**src/rtl/coh_pkg.sv**
```systemverilog
package coh_pkg;
  typedef enum logic [1:0] {DIR_U = 2'd0, DIR_S = 2'd1, DIR_E = 2'd2} dir_st_e;
  typedef enum logic [1:0] {OP_RD = 2'd0, OP_WR = 2'd1, OP_WB = 2'd2} req_op_e;
  typedef enum logic [1:0] {CMD_INV = 2'd0, CMD_FETCH = 2'd1, CMD_TAKE = 2'd2} cmd_e;
  typedef enum logic [2:0] {F_IDLE, F_LOOK, F_SEND, F_WAIT, F_REPLY} fsm_e;
endpackage

```
**src/rtl/coh_pick_low.sv**
```systemverilog
module coh_pick_low #(
  parameter int N  = 3,
  parameter int IW = 2
) (
  input  logic [N-1:0]  mask,
  output logic [IW-1:0] idx
);
  always_comb begin
    idx = '0;
    for (int i = N - 1; i >= 0; i--) begin
      if (mask[i]) idx = IW'(i);
    end
  end
endmodule

```
**src/rtl/coh_dir_table.sv**
```systemverilog
module coh_dir_table #(
  parameter int NBLK  = 4,
  parameter int NPROC = 3,
  parameter int BW    = 2
) (
  input  logic             clk,
  input  logic             rst_n,
  input  logic [BW-1:0]    idx,
  output logic [1:0]       rd_st,
  output logic [NPROC-1:0] rd_vec,
  input  logic             wr_en,
  input  logic [1:0]       wr_st,
  input  logic [NPROC-1:0] wr_vec
);
  logic [1:0]       st_w  [NBLK];
  logic [NPROC-1:0] vec_w [NBLK];

  for (genvar g = 0; g < NBLK; g++) begin : g_ent
    logic [1:0]       st_q;
    logic [NPROC-1:0] vec_q;
    always_ff @(posedge clk or negedge rst_n) begin
      if (!rst_n) begin
        st_q  <= coh_pkg::DIR_U;
        vec_q <= '0;
      end else if (wr_en && idx == BW'(g)) begin
        st_q  <= wr_st;
        vec_q <= wr_vec;
      end
    end
    assign st_w[g]  = st_q;
    assign vec_w[g] = vec_q;
  end

  assign rd_st  = st_w[idx];
  assign rd_vec = vec_w[idx];
endmodule

```
**src/rtl/coh_blk_mem.sv**
```systemverilog
module coh_blk_mem #(
  parameter int NBLK = 4,
  parameter int DW   = 8,
  parameter int BW   = 2
) (
  input  logic          clk,
  input  logic          rst_n,
  input  logic [BW-1:0] idx,
  output logic [DW-1:0] rd_data,
  input  logic          wr_en,
  input  logic [DW-1:0] wr_data
);
  logic [DW-1:0] word_w [NBLK];

  for (genvar g = 0; g < NBLK; g++) begin : g_word
    logic [DW-1:0] word_q;
    always_ff @(posedge clk or negedge rst_n) begin
      if (!rst_n)                          word_q <= '0;
      else if (wr_en && idx == BW'(g))     word_q <= wr_data;
    end
    assign word_w[g] = word_q;
  end

  assign rd_data = word_w[idx];
endmodule

```
**src/rtl/coh_dir.sv**
```systemverilog
module coh_dir #(
  parameter int NPROC = 3,
  parameter int NBLK  = 4,
  parameter int DW    = 8,
  localparam int SW   = (NPROC > 1) ? $clog2(NPROC) : 1,
  localparam int BW   = (NBLK > 1) ? $clog2(NBLK) : 1
) (
  input  logic          clk,
  input  logic          rst_n,
  input  logic          req_valid,
  output logic          req_ready,
  input  logic [SW-1:0] req_src,
  input  logic [1:0]    req_op,
  input  logic [BW-1:0] req_blk,
  input  logic [DW-1:0] req_data,
  output logic          cmd_valid,
  input  logic          cmd_ready,
  output logic [SW-1:0] cmd_dst,
  output logic [1:0]    cmd_kind,
  output logic [BW-1:0] cmd_blk,
  input  logic          ack_valid,
  input  logic          ack_dirty,
  input  logic [DW-1:0] ack_data,
  output logic          rsp_valid,
  input  logic          rsp_ready,
  output logic [SW-1:0] rsp_dst,
  output logic [BW-1:0] rsp_blk,
  output logic [DW-1:0] rsp_data
);
  import coh_pkg::*;

  localparam int PCW = $clog2(NPROC + 1);

  fsm_e             state, state_n;
  logic [SW-1:0]    q_src;
  logic [1:0]       q_op;
  logic [BW-1:0]    q_blk;
  logic [DW-1:0]    q_data;
  logic [NPROC-1:0] mask, mask_n;
  logic [1:0]       kind, kind_n;
  logic [PCW-1:0]   pend;
  logic [DW-1:0]    fwd;
  logic [DW-1:0]    rsp_q, rsp_n;

  logic [1:0]       rd_st;
  logic [NPROC-1:0] rd_vec;
  logic             dwe;
  logic [1:0]       dst;
  logic [NPROC-1:0] dvec;
  logic [DW-1:0]    mem_rd;
  logic             mwe;
  logic [DW-1:0]    mdat;
  logic [SW-1:0]    pick;
  logic [NPROC-1:0] src_bit, pick_bit;
  logic             cmd_hs;

  coh_dir_table #(.NBLK(NBLK), .NPROC(NPROC), .BW(BW)) u_table (
    .clk(clk), .rst_n(rst_n), .idx(q_blk), .rd_st(rd_st), .rd_vec(rd_vec),
    .wr_en(dwe), .wr_st(dst), .wr_vec(dvec)
  );

  coh_blk_mem #(.NBLK(NBLK), .DW(DW), .BW(BW)) u_mem (
    .clk(clk), .rst_n(rst_n), .idx(q_blk), .rd_data(mem_rd),
    .wr_en(mwe), .wr_data(mdat)
  );

  coh_pick_low #(.N(NPROC), .IW(SW)) u_pick (.mask(mask), .idx(pick));

  assign src_bit  = {{(NPROC-1){1'b0}}, 1'b1} << q_src;
  assign pick_bit = {{(NPROC-1){1'b0}}, 1'b1} << pick;
  assign cmd_hs   = cmd_valid && cmd_ready;

  always_comb begin
    state_n = state;
    mask_n  = mask;
    kind_n  = kind;
    rsp_n   = rsp_q;
    dwe     = 1'b0;
    dst     = DIR_U;
    dvec    = '0;
    mwe     = 1'b0;
    mdat    = fwd;
    case (state)
      F_IDLE: if (req_valid) state_n = F_LOOK;
      F_LOOK: begin
        if (q_op == OP_RD) begin
          if (rd_st == DIR_E) begin
            mask_n = rd_vec; kind_n = CMD_FETCH; state_n = F_SEND;
          end else begin
            dwe = 1'b1; dst = DIR_S; dvec = rd_vec | src_bit;
            rsp_n = mem_rd; state_n = F_REPLY;
          end
        end else if (q_op == OP_WR) begin
          if (rd_st == DIR_E) begin
            mask_n = rd_vec; kind_n = CMD_TAKE; state_n = F_SEND;
          end else if ((rd_vec & ~src_bit) != '0) begin
            mask_n = rd_vec & ~src_bit; kind_n = CMD_INV; state_n = F_SEND;
          end else begin
            dwe = 1'b1; dst = DIR_E; dvec = src_bit;
            rsp_n = mem_rd; state_n = F_REPLY;
          end
        end else begin
          mwe = 1'b1; mdat = q_data;
          dwe = 1'b1; dst = DIR_U; dvec = '0;
          rsp_n = q_data; state_n = F_REPLY;
        end
      end
      F_SEND: if (cmd_ready) begin
        mask_n = mask & ~pick_bit;
        if (mask_n == '0) state_n = F_WAIT;
      end
      F_WAIT: if (pend == '0) begin
        state_n = F_REPLY;
        if (kind == CMD_INV) begin
          dwe = 1'b1; dst = DIR_E; dvec = src_bit; rsp_n = mem_rd;
        end else if (kind == CMD_FETCH) begin
          mwe = 1'b1; dwe = 1'b1; dst = DIR_S; dvec = rd_vec | src_bit; rsp_n = fwd;
        end else begin
          mwe = 1'b1; dwe = 1'b1; dst = DIR_E; dvec = src_bit; rsp_n = fwd;
        end
      end
      F_REPLY: if (rsp_ready) state_n = F_IDLE;
      default: state_n = F_IDLE;
    endcase
  end

  always_ff @(posedge clk or negedge rst_n) begin
    if (!rst_n) begin
      state  <= F_IDLE;
      q_src  <= '0;
      q_op   <= '0;
      q_blk  <= '0;
      q_data <= '0;
      mask   <= '0;
      kind   <= '0;
      pend   <= '0;
      fwd    <= '0;
      rsp_q  <= '0;
    end else begin
      state <= state_n;
      mask  <= mask_n;
      kind  <= kind_n;
      rsp_q <= rsp_n;
      pend  <= pend + PCW'(cmd_hs) - PCW'(ack_valid);
      if (ack_valid && ack_dirty) fwd <= ack_data;
      if (state == F_IDLE && req_valid) begin
        q_src  <= req_src;
        q_op   <= req_op;
        q_blk  <= req_blk;
        q_data <= req_data;
      end
    end
  end

  assign req_ready = (state == F_IDLE);
  assign cmd_valid = (state == F_SEND);
  assign cmd_dst   = pick;
  assign cmd_kind  = kind;
  assign cmd_blk   = q_blk;
  assign rsp_valid = (state == F_REPLY);
  assign rsp_dst   = q_src;
  assign rsp_blk   = q_blk;
  assign rsp_data  = rsp_q;
endmodule

```
**config.mk**
```make
export PLATFORM = sky130hd
export DESIGN_NAME = coh_dir
export DESIGN_NICKNAME = d
export VERILOG_FILES = /design/src/rtl/coh_pkg.sv /design/src/rtl/coh_pick_low.sv /design/src/rtl/coh_dir_table.sv /design/src/rtl/coh_blk_mem.sv /design/src/rtl/coh_dir.sv
export SDC_FILE = /design/constraint.sdc
export NUM_CORES = 1
export LEC_CHECK = 0
export ABC_CLOCK_PERIOD_IN_PS = 7620
export CAP_MARGIN = 0
export CORE_MARGIN = 4
export CORE_UTILIZATION = 60
export CTS_CLUSTER_DIAMETER = 30
export CTS_CLUSTER_SIZE = 30
export DETAILED_ROUTE_END_ITERATION = 12
export PLACE_DENSITY_LB_ADDON = 0.1
export SKIP_LAST_GASP = 1
export SLEW_MARGIN = 30
export SYNTH_ARGS = -nofsm -noshare
export SYNTH_HDL_FRONTEND = slang
export SYNTH_SLANG_ARGS = --single-unit
```
**constraint.sdc**
```tcl
create_clock -name clk -period 7.62 [get_ports clk]
set_clock_uncertainty 0.15 [all_clocks]
set_input_delay 0.762 -clock clk [delete_from_list [all_inputs] [get_ports clk]]
set_output_delay 0.762 -clock clk [all_outputs]
set_load 0.02 [all_outputs]
```
==> impl_results.md <==
* Worst stage delay on the critical path at roughly 0.7 ns
* DR pass1 iterations at 4
* Tot Pwr at between 2 and 2.5 mW
* Post-route DRC at 0
* Post-synthesis sequential area ratio at between 50% and 60%
* Nets at about 470
* R2R Path End: u_table.g_ent[1].vec_q[1]
* Max_cap viols at 0
* Fill count at 552
* Ys Warns at 0
* N_diodes at 0
* Synth Net Count at 432
* Max stage delay cell, worst path: dfrtp_2
* WL/cell at 17.8 µm
* Type of the worst setup path: register to register
* # clock sinks at about 90
* Cell variety after synth at 41
* Post-cts sizing count at 0
* Later-pin clock latency in the skew report at roughly 0.36 ns
* Status: finished, final reports clean
* Num ports at 50
* Worst Setup Start Kind: register
* Largest net degree at the start of global routing at between 70 and 80
* CP required at about 7.7 ns
* RSZ-0062 raised after global routing: false
* CP max FO at 23
* Final worst-path cycle share at 41.1%
* Synthesized cell area at around 0.0045 mm²
* Worst IR drop on VDD at approximately 0.25 mV
* Reg-to-reg setup timing slack at approximately 4.5 ns
* Commonest non-fill, non-tap cell in the layout: dfrtp_1
* Synth Area per Inst at approximately 11 µm²
* I/O Buffers at 49
* Post-Layout Cell Count at between 500 and 600
* Most frequent cells in the layout: 91 x dfrtp_1, 48 x clkdlybuf4s50_1, 42 x nor2_1
* Fraction of layout cells with a size suffix above 1 at between 15 and 20%
* Core ar. at 0.00729 mm²
* Critical path, cell by cell: mux4_2, nor3_1, o211ai_2, a31oi_4, nand3b_1, mux2_2
* Root buf cell: clkbuf_8
* TritonCTS buffer count at 9
* DP Wirelength at about 7000 µm
* Post-CTS Setup Bufs at 0
* R2r worst-path depth at 6
* FF+latch count, synth at 92
* GPL Wtd Cong at around 0.88
* Critical Path AT at between 3 and 4 ns
* Initial DRC Count at approximately 180
* Row count at 31
* Dpl cells at 531
* Die X-Extent at about 95 µm
* Via density at around 5.8
* Worst slew margin at 37.2%
* Initial antenna violation count at 0
* Design area at about 0.0052 mm²
* Critical Path Sink: u_table.g_ent[1].vec_q[1]
* Final setup violation count at 0
* Crit path from: cmd_blk[1]
* Critical Path End Type: register
* Area growth, synth to finish at 16.3%
* Final min period at 3.13 ns
* Worst-path clk slew at 0.09 ns
* DR vias at 3177
* Final WL at slightly below 10000 µm
* Vias in the first global route at ~3.1k
* Die area at approximately 0.009 mm²
* Gate Count Post-Synth at 401
* Slew @ Worst Pin at 0.938 ns
* Final hold viol count at 0
* Final setup TNS at 0 ns
* Placed cell area at a little over 0.005 mm²
* CTS tree: yes
* PwrDens at between 400 and 500 mW/mm²
* Chip Height at around 95 µm
* Clock buffer depth at 2
* Maximum achievable frequency at between 300 and 400 MHz
* Total gr overflow at 0
* R2r startpoint: cmd_blk[1]
* Initial Util at 61.9%
* Slew Limit Fails at 0
* Wire length of the first global-routing pass at roughly 16000 µm
* Post-route ant nets at 0
* Hold Buf Count CTS at 0
* H-tree depth at 3
* Global-route usage over all layers at a little under a quarter
* Min-delay worst type: primary input to asynchronous set/reset pin
* Pleak at ~2.3 nW
power breakdown:
| group | leakage [nW] | internal, mW | switching, mW |
|---|---|---|---|
| clock | 0.108 | 0.164 | 0.175 |
| combinational | 1.02 | 0.493 | 0.503 |
| sequential | 1.14 | 0.693 | 0.185 |
Yosys cell counts (all sizes together):
cell type	count	share of area (%)
inv	6	0.50
mux2i	8	1.8
nand2b	11	1.5
ha	2	0.55
buf	13	1.7
o21ai	24	2.7
and3b	1	0.19
o211ai	2	0.44
o22a	1	0.19
nor3b	6	1.2
dfrtp	92	51
o31ai	2	0.33
nand2	37	3.1
and3	1	0.14
nor3	5	0.55
a31oi	1	0.47
and2	3	0.42
o21bai	1	0.17
o22ai	3	0.42
mux4	13	6.5
xnor2	2	0.39
a31o	1	0.19
mux2	50	13
a22oi	1	0.17
a221oi	1	0.33
clkbuf	8	0.67
a21oi	40	4.4
nand3	11	1.5
nor4	1	0.14
nand3b	4	0.67
o32a	1	0.22
nor2	43	3.6
nor2b	6	0.83
registers in the layout (all words and copies together), names as in the netlist:
| name | cells |
|---|---|
| u_table.g_ent.vec_q | 12 |
| q_data | 8 |
| state | 3 |
| rsp_dst | 2 |
| fwd | 8 |
| rsp_data | 8 |
| u_table.g_ent.st_q | 8 |
| pend | 2 |
| q_op | 2 |
| mask | 3 |
| u_mem.g_word.word_q | 32 |
| cmd_blk | 2 |
| cmd_kind | 2 |
cells by family after synthesis:
logic type	synth area share (%)
flip-flops	51.0
XOR/XNOR	0.388
buffers and inverters	2.91
multiplexers	21.2
AND/OR/NAND/NOR	13.9
adder cells (fa/ha/maj)	0.555
AO/OA/AOI/OAI	10.0
worst max-delay path, delay by kind of cell, from the launching register on:
kind,cells,cell delay [ns]
simple gates,2,0.59
mux,2,0.81
flops,1,0.71
compound gates,2,0.77
per-stage QoR:
stage                     setup WS (ns)  util, %  hold WS, ns
after detailed placement           4.21     69.1        0.326
after global routing               4.19     72.0        0.132
after CTS                          4.17     71.9        0.128
after global placement             4.32     69.1        0.309
final                              4.49     72.0        0.130
after floorplan                    5.05        -        0.295
cell type report:
cell class                 count  area [µm²]  share of cell area [%]
sequential                    92        2300                    43.9
multi-input combinational    282        2080                    39.6
timing repair buffer          52         510                    9.73
clock buffer                  10         138                    2.62
tap                           99         124                    2.36
clock inverter                 6        70.1                    1.34
inverter                       6        22.5                   0.429
routing by layer:
metal  global-route usage (%)  wire length, µm  share of wire, %  up-vias
li1                         -                -                 -     1506
met1                     34.7             4400                45     1554
met2                     36.5             4600                47      103
met3                     4.06              591               6.1       14
met4                     7.21              163               1.7        0
met5                        0                0                 0        -
worst min-delay path by stage:
stage / start / end / slack [ns] / cells past startpoint
4_1_cts: rst_n / u_table.g_ent[1].st_q[0] / 0.13 / 1
6_report: rst_n / q_op[0] / 0.13 / 1
2_1_floorplan: u_mem.g_word[0].word_q[0] / u_mem.g_word[0].word_q[0] / 0.30 / 2
5_1_grt: rst_n / u_table.g_ent[1].st_q[0] / 0.13 / 1
3_3_place_gp: u_mem.g_word[0].word_q[3] / u_mem.g_word[0].word_q[3] / 0.31 / 2
3_5_place_dp: u_mem.g_word[0].word_q[0] / u_mem.g_word[0].word_q[0] / 0.33 / 2
No activity file was read; power rests on OpenSTA's default activity.
